<file path="src/rtl/bist_tx_pkg.sv">
package bist_tx_pkg;

    typedef enum logic [2:0] {
        S_IDLE,
        S_PRE,
        S_SFD,
        S_PAY,
        S_FCS,
        S_GAP
    } bist_state_e;

    localparam logic [7:0] PRE_BYTE   = 8'h55;
    localparam logic [7:0] SFD_BYTE   = 8'hD5;
    localparam int         PRE_COUNT  = 7;
    localparam int         FCS_COUNT  = 4;
    localparam logic [31:0] CRC_POLY  = 32'hEDB88320;

endpackage

</file>
<file path="src/rtl/bist_prbs7.sv">
module bist_prbs7 #(
    parameter logic [6:0] SEED = 7'h7F
) (
    input  logic       clk,
    input  logic       rst_n,
    input  logic       load,
    input  logic       advance,
    output logic [7:0] byte_out
);

    logic [6:0] lfsr_q;
    logic [6:0] lfsr_nx;

    always_comb begin
        logic [6:0] s;
        logic       nb;
        s = lfsr_q;
        byte_out = 8'h00;
        for (int i = 0; i < 8; i++) begin
            nb = s[6] ^ s[5];
            byte_out[i] = nb;
            s = {s[5:0], nb};
        end
        lfsr_nx = s;
    end

    always_ff @(posedge clk or negedge rst_n) begin
        if (!rst_n) begin
            lfsr_q <= SEED;
        end else if (load) begin
            lfsr_q <= SEED;
        end else if (advance) begin
            lfsr_q <= lfsr_nx;
        end
    end

    // a maximal-length generator never reaches the all-zero lock-up state
    p_prbs_live_r4: assert property (@(posedge clk) disable iff (!rst_n)
        lfsr_q != 7'h00);

endmodule

</file>
<file path="src/rtl/bist_crc32.sv">
module bist_crc32
    import bist_tx_pkg::*;
(
    input  logic        clk,
    input  logic        rst_n,
    input  logic        init,
    input  logic        update,
    input  logic [7:0]  data,
    output logic [31:0] fcs
);

    logic [31:0] crc_q;
    logic [31:0] crc_nx;

    always_comb begin
        logic [31:0] c;
        c = crc_q;
        for (int i = 0; i < 8; i++) begin
            if (c[0] ^ data[i]) begin
                c = (c >> 1) ^ CRC_POLY;
            end else begin
                c = c >> 1;
            end
        end
        crc_nx = c;
    end

    always_ff @(posedge clk or negedge rst_n) begin
        if (!rst_n) begin
            crc_q <= '1;
        end else if (init) begin
            crc_q <= '1;
        end else if (update) begin
            crc_q <= crc_nx;
        end
    end

    assign fcs = ~crc_q;

    // seeding and accumulation never coincide
    p_crc_ctl_r5: assert property (@(posedge clk) disable iff (!rst_n)
        !(init && update));

endmodule

</file>
<file path="src/rtl/bist_tx_fsm.sv">
module bist_tx_fsm
    import bist_tx_pkg::*;
#(
    parameter int CNT_W     = 16,
    parameter int SHORT_LEN = 60,
    parameter int LONG_LEN  = 1514,
    parameter int SHORT_GAP = 12,
    parameter int LONG_GAP  = 1200
) (
    input  logic             clk,
    input  logic             rst_n,
    input  logic             en,
    input  logic             long_sel,
    input  logic             gap_sel,
    input  logic [CNT_W-1:0] frame_count,
    input  logic [7:0]       prbs_byte,
    input  logic [31:0]      fcs,
    output logic             prbs_load,
    output logic             prbs_adv,
    output logic             crc_init,
    output logic             crc_upd,
    output logic             burst_done,
    output logic [7:0]       txd,
    output logic             tx_en
);

    localparam int MAX_LEN = (LONG_LEN > SHORT_LEN) ? LONG_LEN : SHORT_LEN;
    localparam int MAX_GAP = (LONG_GAP > SHORT_GAP) ? LONG_GAP : SHORT_GAP;
    localparam int MAX_V   = (MAX_LEN > MAX_GAP) ? MAX_LEN : MAX_GAP;
    localparam int TIMER_W = $clog2(MAX_V + 1);

    bist_state_e            state, state_nx;
    logic [TIMER_W-1:0]     cnt, cnt_nx;
    logic [CNT_W-1:0]       done_q, done_nx;
    logic                   long_q, long_nx;
    logic                   gap_q, gap_nx;

    logic [TIMER_W-1:0]     len_sel;
    logic [TIMER_W-1:0]     gap_len;
    logic [CNT_W:0]         done_inc;
    logic                   last_frame;
    logic                   fcs_end;

    assign len_sel    = long_q ? TIMER_W'(LONG_LEN) : TIMER_W'(SHORT_LEN);
    assign gap_len    = gap_q  ? TIMER_W'(LONG_GAP) : TIMER_W'(SHORT_GAP);
    assign done_inc   = {1'b0, done_q} + (CNT_W+1)'(1);
    assign last_frame = (frame_count != '0) && (done_inc >= {1'b0, frame_count});
    assign fcs_end    = (state == S_FCS) && (cnt == TIMER_W'(FCS_COUNT - 1));
    assign burst_done = fcs_end && last_frame;

    // next-state logic
    always_comb begin
        state_nx = state;
        cnt_nx   = cnt;
        done_nx  = done_q;
        long_nx  = long_q;
        gap_nx   = gap_q;
        unique case (state)
            S_IDLE: begin
                if (en) begin
                    state_nx = S_PRE;
                    cnt_nx   = '0;
                    done_nx  = '0;
                    long_nx  = long_sel;
                    gap_nx   = gap_sel;
                end
            end
            S_PRE: begin
                if (cnt == TIMER_W'(PRE_COUNT - 1)) begin
                    state_nx = S_SFD;
                    cnt_nx   = '0;
                end else begin
                    cnt_nx = cnt + TIMER_W'(1);
                end
            end
            S_SFD: begin
                state_nx = S_PAY;
                cnt_nx   = '0;
            end
            S_PAY: begin
                if (cnt + TIMER_W'(1) == len_sel) begin
                    state_nx = S_FCS;
                    cnt_nx   = '0;
                end else begin
                    cnt_nx = cnt + TIMER_W'(1);
                end
            end
            S_FCS: begin
                if (fcs_end) begin
                    done_nx  = done_inc[CNT_W-1:0];
                    cnt_nx   = '0;
                    state_nx = (last_frame || !en) ? S_IDLE : S_GAP;
                end else begin
                    cnt_nx = cnt + TIMER_W'(1);
                end
            end
            S_GAP: begin
                if (cnt + TIMER_W'(1) == gap_len) begin
                    cnt_nx = '0;
                    if (en) begin
                        state_nx = S_PRE;
                        long_nx  = long_sel;
                        gap_nx   = gap_sel;
                    end else begin
                        state_nx = S_IDLE;
                    end
                end else begin
                    cnt_nx = cnt + TIMER_W'(1);
                end
            end
            default: state_nx = S_IDLE;
        endcase
    end

    // state register
    always_ff @(posedge clk or negedge rst_n) begin
        if (!rst_n) begin
            state  <= S_IDLE;
            cnt    <= '0;
            done_q <= '0;
            long_q <= 1'b0;
            gap_q  <= 1'b0;
        end else begin
            state  <= state_nx;
            cnt    <= cnt_nx;
            done_q <= done_nx;
            long_q <= long_nx;
            gap_q  <= gap_nx;
        end
    end

    // outputs
    always_comb begin
        txd       = 8'h00;
        tx_en     = 1'b0;
        prbs_load = 1'b0;
        prbs_adv  = 1'b0;
        crc_init  = 1'b0;
        crc_upd   = 1'b0;
        unique case (state)
            S_IDLE: ;
            S_PRE: begin
                tx_en = 1'b1;
                txd   = PRE_BYTE;
            end
            S_SFD: begin
                tx_en     = 1'b1;
                txd       = SFD_BYTE;
                prbs_load = 1'b1;
                crc_init  = 1'b1;
            end
            S_PAY: begin
                tx_en    = 1'b1;
                txd      = prbs_byte;
                prbs_adv = 1'b1;
                crc_upd  = 1'b1;
            end
            S_FCS: begin
                tx_en = 1'b1;
                unique case (cnt[1:0])
                    2'd0: txd = fcs[7:0];
                    2'd1: txd = fcs[15:8];
                    2'd2: txd = fcs[23:16];
                    2'd3: txd = fcs[31:24];
                    default: txd = 8'h00;
                endcase
            end
            S_GAP: ;
            default: ;
        endcase
    end

    // the delimiter follows the seventh preamble byte
    p_sfd_after_pre_r2: assert property (@(posedge clk) disable iff (!rst_n)
        (state == S_SFD) |-> ($past(state) == S_PRE && $past(cnt) == TIMER_W'(PRE_COUNT - 1)));

    // a gap opens only after the fourth CRC byte
    p_gap_entry_r6: assert property (@(posedge clk) disable iff (!rst_n)
        (state == S_GAP && $past(state) != S_GAP) |->
            ($past(state) == S_FCS && $past(cnt) == TIMER_W'(FCS_COUNT - 1)));

    // idle bus carries zero data
    p_quiet_bus_r9: assert property (@(posedge clk) disable iff (!rst_n)
        !tx_en |-> (txd == 8'h00));

    // the payload counter never passes the selected length
    p_pay_bound_r3: assert property (@(posedge clk) disable iff (!rst_n)
        (state == S_PAY) |-> (cnt < len_sel));

endmodule

</file>
<file path="src/rtl/bist_tx_gen.sv">
module bist_tx_gen
    import bist_tx_pkg::*;
#(
    parameter int CNT_W     = 16,
    parameter int SHORT_LEN = 60,
    parameter int LONG_LEN  = 1514,
    parameter int SHORT_GAP = 12,
    parameter int LONG_GAP  = 1200
) (
    input  logic             clk,
    input  logic             rst_n,
    input  logic             cfg_wr,
    input  logic             wr_enable,
    input  logic             wr_long,
    input  logic             wr_gap,
    input  logic [CNT_W-1:0] wr_count,
    output logic             en_bit,
    output logic [7:0]       txd,
    output logic             tx_en
);

    logic             en_q;
    logic             long_q;
    logic             gap_q;
    logic [CNT_W-1:0] count_q;

    logic             prbs_load, prbs_adv;
    logic             crc_init, crc_upd;
    logic             burst_done;
    logic [7:0]       prbs_byte;
    logic [31:0]      fcs;

    // configuration register: a software write outranks the self-clear
    always_ff @(posedge clk or negedge rst_n) begin
        if (!rst_n) begin
            en_q    <= 1'b0;
            long_q  <= 1'b0;
            gap_q   <= 1'b0;
            count_q <= '0;
        end else if (cfg_wr) begin
            en_q    <= wr_enable;
            long_q  <= wr_long;
            gap_q   <= wr_gap;
            count_q <= wr_count;
        end else if (burst_done) begin
            en_q    <= 1'b0;
        end
    end

    assign en_bit = en_q;

    bist_tx_fsm #(
        .CNT_W     (CNT_W),
        .SHORT_LEN (SHORT_LEN),
        .LONG_LEN  (LONG_LEN),
        .SHORT_GAP (SHORT_GAP),
        .LONG_GAP  (LONG_GAP)
    ) u_fsm (
        .clk         (clk),
        .rst_n       (rst_n),
        .en          (en_q),
        .long_sel    (long_q),
        .gap_sel     (gap_q),
        .frame_count (count_q),
        .prbs_byte   (prbs_byte),
        .fcs         (fcs),
        .prbs_load   (prbs_load),
        .prbs_adv    (prbs_adv),
        .crc_init    (crc_init),
        .crc_upd     (crc_upd),
        .burst_done  (burst_done),
        .txd         (txd),
        .tx_en       (tx_en)
    );

    bist_prbs7 #(.SEED(7'h7F)) u_prbs (
        .clk      (clk),
        .rst_n    (rst_n),
        .load     (prbs_load),
        .advance  (prbs_adv),
        .byte_out (prbs_byte)
    );

    bist_crc32 u_crc (
        .clk    (clk),
        .rst_n  (rst_n),
        .init   (crc_init),
        .update (crc_upd),
        .data   (prbs_byte),
        .fcs    (fcs)
    );

    // the end of a counted burst clears the enable bit unless software writes
    p_selfclr_r7: assert property (@(posedge clk) disable iff (!rst_n)
        (burst_done && !cfg_wr) |=> !en_q);

    // a write that sets enable always lands, even against the self-clear
    p_write_wins_r10: assert property (@(posedge clk) disable iff (!rst_n)
        (cfg_wr && wr_enable) |=> en_q);

    // no transmission without the enable bit having been set
    p_no_spurious_r1: assert property (@(posedge clk) disable iff (!rst_n)
        ($rose(tx_en) && $past(!en_q)) |-> $past(en_q, 2) || $past(cfg_wr, 2));

endmodule

</file>
<file path="config.mk">
export PLATFORM = sky130hd
export DESIGN_NAME = bist_tx_gen
export DESIGN_NICKNAME = d
export VERILOG_FILES = /design/src/rtl/bist_tx_pkg.sv /design/src/rtl/bist_prbs7.sv /design/src/rtl/bist_crc32.sv /design/src/rtl/bist_tx_fsm.sv /design/src/rtl/bist_tx_gen.sv
export SDC_FILE = /design/constraint.sdc
export NUM_CORES = 1
export LEC_CHECK = 0
export BUFFER_PORTS_ARGS = -buffer_cell sky130_fd_sc_hd__buf_2
export CORE_MARGIN = 4
export CORE_UTILIZATION = 67
export CTS_CLUSTER_SIZE = 28
export DETAILED_ROUTE_END_ITERATION = 6
export PLACE_DENSITY = 0.86
export REMOVE_ABC_BUFFERS = 1
export SYNTH_ARGS = -nofsm -noshare
export SYNTH_HDL_FRONTEND = slang
export SYNTH_SLANG_ARGS = --single-unit
</file>
<file path="constraint.sdc">
create_clock -name clk -period 5.95 [get_ports clk]
set_input_delay 0.8925 -clock clk [delete_from_list [all_inputs] [get_ports clk]]
set_output_delay 0.8925 -clock clk [all_outputs]
set_load 0.02 [all_outputs]
</file>
# [Word-level counts from Yosys, hierarchy flattened]
# Cells that the tools add are included.
[word_totals] reg_bits=90 output_inout_bits=10
[op_classes] n_addsub=2 magnitude_cmp=1 n_eq_ne=17 n_mux=44 n_bitwise=25 reduce_logical=18
[op_table] op="$mux 32" n=10
[op_table] op="$not 13->14" n=8
[op_table] op="$mux 11" n=7
[op_table] op="$pmux 11 s6" n=1
[op_table] op="$pmux 8 s4" n=2
[op_table] op="$mux 16" n=2
[op_table] op="$not 32->32" n=1
[op_table] op="$pmux 16 s2" n=1
[op_table] op="$eq 11x11->1" n=2
[op_table] op="$mux 3" n=6
[op_table] op="$pmux 3 s6" n=1
[op_table] op="$add 16x1->17 const B" n=1
[op_table] op="$ge 17x16->1" n=1
[op_table] op="$reduce_bool 16->1" n=1
[op_table] op="$xor 1x1->1" n=16
[op_table] op="$mux 7" n=2
[op_table] op="$add 11x1->11 const B" n=1
[op_table] op="$eq 11x2->1 const B" n=1
[op_table] op="$eq 11x3->1 const B" n=1
[op_table] op="$mux 1" n=10
[op_table] op="$ne 2x1->1 const B" n=4
[op_table] op="$reduce_bool 2->1" n=4
[op_table] op="$eq 3x2->1 const B" n=2
[op_table] op="$eq 3x3->1 const B" n=2
[op_table] op="other kinds (15)" n=20

# [Depth between registers and ports, before layout]
[logic_depth] ltp_word=19 ltp_mapped=19 mapped_depth_nobuf=16

# [Hierarchy]
# A second synthesis with hierarchy kept.
[unflattened] cells_unflattened=662 hier_area_um2=6328.6
[by_module_without_submodules] module="bist_tx_fsm" instances=1 cells_each=382 area_per_inst_um2=3001.6 seq_area_each_um2=800.8
[by_module_without_submodules] module="bist_crc32" instances=1 cells_each=209 area_per_inst_um2=2165.8 seq_area_each_um2=840.8
[by_module_without_submodules] module="bist_tx_gen" instances=1 cells_each=41 area_per_inst_um2=780.7 seq_area_each_um2=475.5
[by_module_without_submodules] module="bist_prbs7" instances=1 cells_each=30 area_per_inst_um2=380.4 seq_area_each_um2=183.9

# [Worst setup path after synthesis]
# OpenSTA, ideal clock, no wires.
[synth_timing] path_type="reg2reg" startpoint="reg u_fsm.done_q[0]" endpoint="reg u_fsm.state[0]" setup_time_ps=129 arrival_ps=3359 t_required_ps=5821 slack_ps=2462 stages_incl_launch_ff=20 synth_period_minus_slack_ps=3488 cell_sequence="dfrtp_1 -> and3_1 -> and3_1 -> clkbuf_1 -> and3_1 -> and3_1 -> clkbuf_1 -> and3_1 -> clkbuf_1 -> nand3_1 -> xnor2_1 -> ha_1 -> nand2_1 -> nor4_1 -> o31ai_1 -> a31oi_1 -> o21ai_0 -> and3_1 -> o21ai_0 -> o21ai_0"
[synth_via] elab_chain_cells=7
[synth_lines] item="start: declaration" line_no="bist_tx_fsm.sv:34" text="logic [CNT_W-1:0] done_q, done_nx;"
[synth_lines] item="start signal: assignment" line_no="bist_tx_fsm.sv:126" text="done_q <= done_nx;"
[synth_lines] item="$add 16x1->17" line_no="bist_tx_fsm.sv:46" text="assign done_inc = {1'b0, done_q} + (CNT_W+1)'(1);"
[synth_lines] item="$ge 17x16->1" line_no="bist_tx_fsm.sv:47" text="assign last_frame = (frame_count != '0) && (done_inc >= {1'b0, frame_count});"
[synth_lines] item="$logic_and 1x1->1" line_no="bist_tx_fsm.sv:47"
[synth_lines] item="$logic_or 1x1->1" line_no="bist_tx_fsm.sv:92" text="state_nx = (last_frame || !en) ? S_IDLE : S_GAP;"
[synth_lines] item="$mux 3" line_no="bist_tx_fsm.sv:92"
[synth_lines] item="$mux 3" line_no="bist_tx_fsm.sv:89" text="if (fcs_end) begin"
[synth_lines] item="$pmux 3 s6" line_no="bist_tx_fsm.sv:58" text="unique case (state)"
[synth_lines] item="end signal: assignment" line_no="bist_tx_fsm.sv:124" text="state <= state_nx;"
[synth_lines] item="end: declaration" line_no="bist_tx_fsm.sv:32" text="bist_state_e state, state_nx;"
# Every way passes these cells. The select of a mux whose other input is x is not followed.
# A chain may end at the register's enable or synchronous reset.

# [Worst setup path in the final report]
# Ends and elaborated chain as after synthesis.

==> results.toml <==
[run_status]
outcome = "finished clean"

[grt]
grt_remaining_overflow = 0
grt_pass1_wl_mm = 23.2
grt_max_degree = 52
antenna_found_initial = 0
grt_use_total_pct = 28.2
gr-usage-met1_pct = 38.2
grt_most_used_layer = "met2"
use_met2_pct = 47.4
grt_pass1_vias = 4705
met3_usage_pct = 4.30

[cts]
clock-sinks = 90
clk_path_buf_depth = 2
cts_resized = 0
cts_tree = "yes"
post_cts_buffers = 0
path_clk_slew_ns = 0.11
cts_made_buffers = 9
htreeDepth = 3
hold_buffers = 0
root_buffer = "clkbuf_8"
clk_latency_ns = 0.38

[timing]
fin_skew_ns = 0.0174
min_period_over_period_pct = 67.3
hold_viol = 0
rsz0062_at_grt = "false"
max_freq_mhz = 250
setup_viol = 0
tns_ns = 0
worst_pin_slew_ns = 1.12
relSlewSlack_pct = 25.6
drv_slew = 0
period_minus_slack_ns = 4.01

[worst_setup_path]
arrival_ns = 4.25
worstPathRequired_ns = 6.20
worstSetupPathType = "flop to flop"
worst-path-max-fanout = 6
crit_path_start_kind = "flop"
end_kind = "flop"

[synth]
synth_top_area_share_pct = 21.4
yosys_register_bits = 90
ys_top_cells_by_area = "dfrtp_1, dfstp_2, xnor2_1"
syn-instance-count = 678
yosysSeqAreaShare_pct = 38.6
netlist_area_sq_mm = 0.00596
synth_ff_type = "dfrtp_1"
synth.distinct_cells = 55
synth_commonest_cells = "nor2_1, nand2_1, o21ai_0"
synth-edff-count = 0
avgSynthCellArea_sq_um = 8.79
yosys.area.top_type = "dfrtp_1"
post-synth-top-count-cell = "nor2_1"
ys_warn_count = 0
async_flop_share_pct = 100

[hold_path]
hp-class = "primary input to asynchronous set/reset pin"

[floorplan]
rows = 34
die_height_um = 102
num_io_pins = 32
core-area_sq_mm = 0.00868
die_area_sq_mm = 0.0105
start_util_pct = 68.7
die_x_um = 102

[detailed_routing]
wl_per_cell_um = 17.5
vias = 4994
routed_via_density = 6.27
route.detailed.drc = 0
drtAntennaViolNets = 0
first_iter_violations = 413
routed_wl_mm = 14.0
dr.pass1.iters = 5

[placement]
io_buffers = 31
gp_congestion = 0.965
dp_hpwl_mm = 9.98

[layout]
synthToLayoutAreaGrowth_pct = 6.17
drive_gt1_share_pct = 15.1
diodes = 0
final_net_count = 727
fillerInstances = 620

[flow_run]
maxCapViolations = 0
==> path summary, 6_finish.rpt <==
check / depth (start not counted) / to / from / slack (ns)
max: 16 / u_fsm.state[0]$_DFFE_PN0P_ / u_fsm.done_q[0]$_DFFE_PN0P_ / 1.94
min: 1 / count_q[2]$_DFFE_PN0P_ / rst_n / 0.47
max reg2reg: 16 / u_fsm.state[0]$_DFFE_PN0P_ / u_fsm.done_q[0]$_DFFE_PN0P_ / 1.94
min reg2reg: 1 / long_q$_DFFE_PN0P_ / long_q$_DFFE_PN0P_ / 0.52
max in group asynchronous: 2 / u_fsm.done_q[15]$_DFFE_PN0P_ / rst_n / 4.44
min in group clk: 1 / long_q$_DFFE_PN0P_ / long_q$_DFFE_PN0P_ / 0.52
==> critical path, stage by stage, from the launching register on <==
cell     delay, ns
dfrtp_1       0.45
ha_1          0.25
nand3_1       0.21
nor3_1        0.46
and3_1        0.25
nand3_1       0.16
nor2_1        0.24
xor2_1        0.11
ha_1          0.33
nand2_1       0.09
nor4_1        0.34
o31ai_1       0.13
a31oi_1       0.18
o21ai_0       0.17
and3_1        0.23
o21ai_0       0.15
o21ai_0       0.10
==> logic make-up after synthesis <==
kind of cell | count (synthesis) | share of synthesized area [%]
AO/OA/AOI/OAI | 179 | 18.2
XOR/XNOR | 104 | 17.0
adder cells (fa/ha/maj) | 21 | 4.41
buffers and inverters | 66 | 4.20
flip-flops | 90 | 38.6
multiplexers | 5 | 0.944
AND/OR/NAND/NOR | 213 | 16.6
==> sequential cells by signal (all words and copies together) (netlist names) <==
register / flops
en_bit: 1
u_fsm.cnt: 11
u_fsm.done_q: 16
u_crc.crc_q: 32
count_q: 16
long_q: 1
u_prbs.lfsr_q: 7
gap_q: 1
u_fsm.state: 3
u_fsm.gap_q: 1
u_fsm.long_q: 1
==> layer usage <==
| layer | vias to the layer above | part of all wire (%) |
|---|---|---|
| met1 | 2401 | 42 |
| met4 | 0 | 1.7 |
| met5 | - | 0 |
| met3 | 27 | 5.6 |
| met2 | 196 | 50 |
| li1 | 2370 | - |
==> layout make-up <==
cell class | count | area (sq um) | area share (%)
Multi-Input combinational cell | 522 | 3410 | 53.9
Clock buffer | 9 | 124 | 1.96
Inverter | 26 | 97.6 | 1.54
Timing Repair Buffer | 35 | 188 | 2.97
Tap cell | 108 | 135 | 2.13
Clock inverter | 7 | 71.3 | 1.13
Sequential cell | 90 | 2300 | 36.4
==> metrics by stage <==
stage          hold WS, ns  area, sq um  utilization [%]  instances  setup slack [ns]
2_1_floorplan        0.475         5810                -        638              1.90
6_report             0.468         6330             72.9        797              1.94
3_3_place_gp         0.492         6130             70.7        781              2.31
3_5_place_dp         0.495         6130             70.7        781              2.11
4_1_cts              0.479         6330             72.9        797              2.04
5_1_grt              0.499         6330             72.9        797              1.62
==> cells in the final DEF (no fill, tap or decap), drive strengths merged, types with 4 or more instances in the layout <==
master | synthesis | layout
and3 | 10 | 10
mux2 | 5 | 5
o31ai | 15 | 15
nor2b | 11 | 11
or3 | 5 | 5
o21ai | 55 | 55
a31oi | 13 | 13
o22ai | 15 | 15
nand3 | 21 | 21
dfstp | 39 | 39
nor4 | 6 | 6
nor2 | 66 | 66
a22o | 7 | 7
nand2 | 65 | 65
a21oi | 47 | 47
nand4 | 6 | 6
dfrtp | 51 | 51
and2 | 4 | 4
clkbuf | 36 | 9
o22a | 6 | 6
xnor2 | 56 | 56
inv | 25 | 28
nor3 | 7 | 7
xor2 | 48 | 48
buf | 4 | 35
ha | 21 | 21
Power is not shown: default switching activity piles up to over one toggle a cycle in this logic, so the estimate is an artifact.
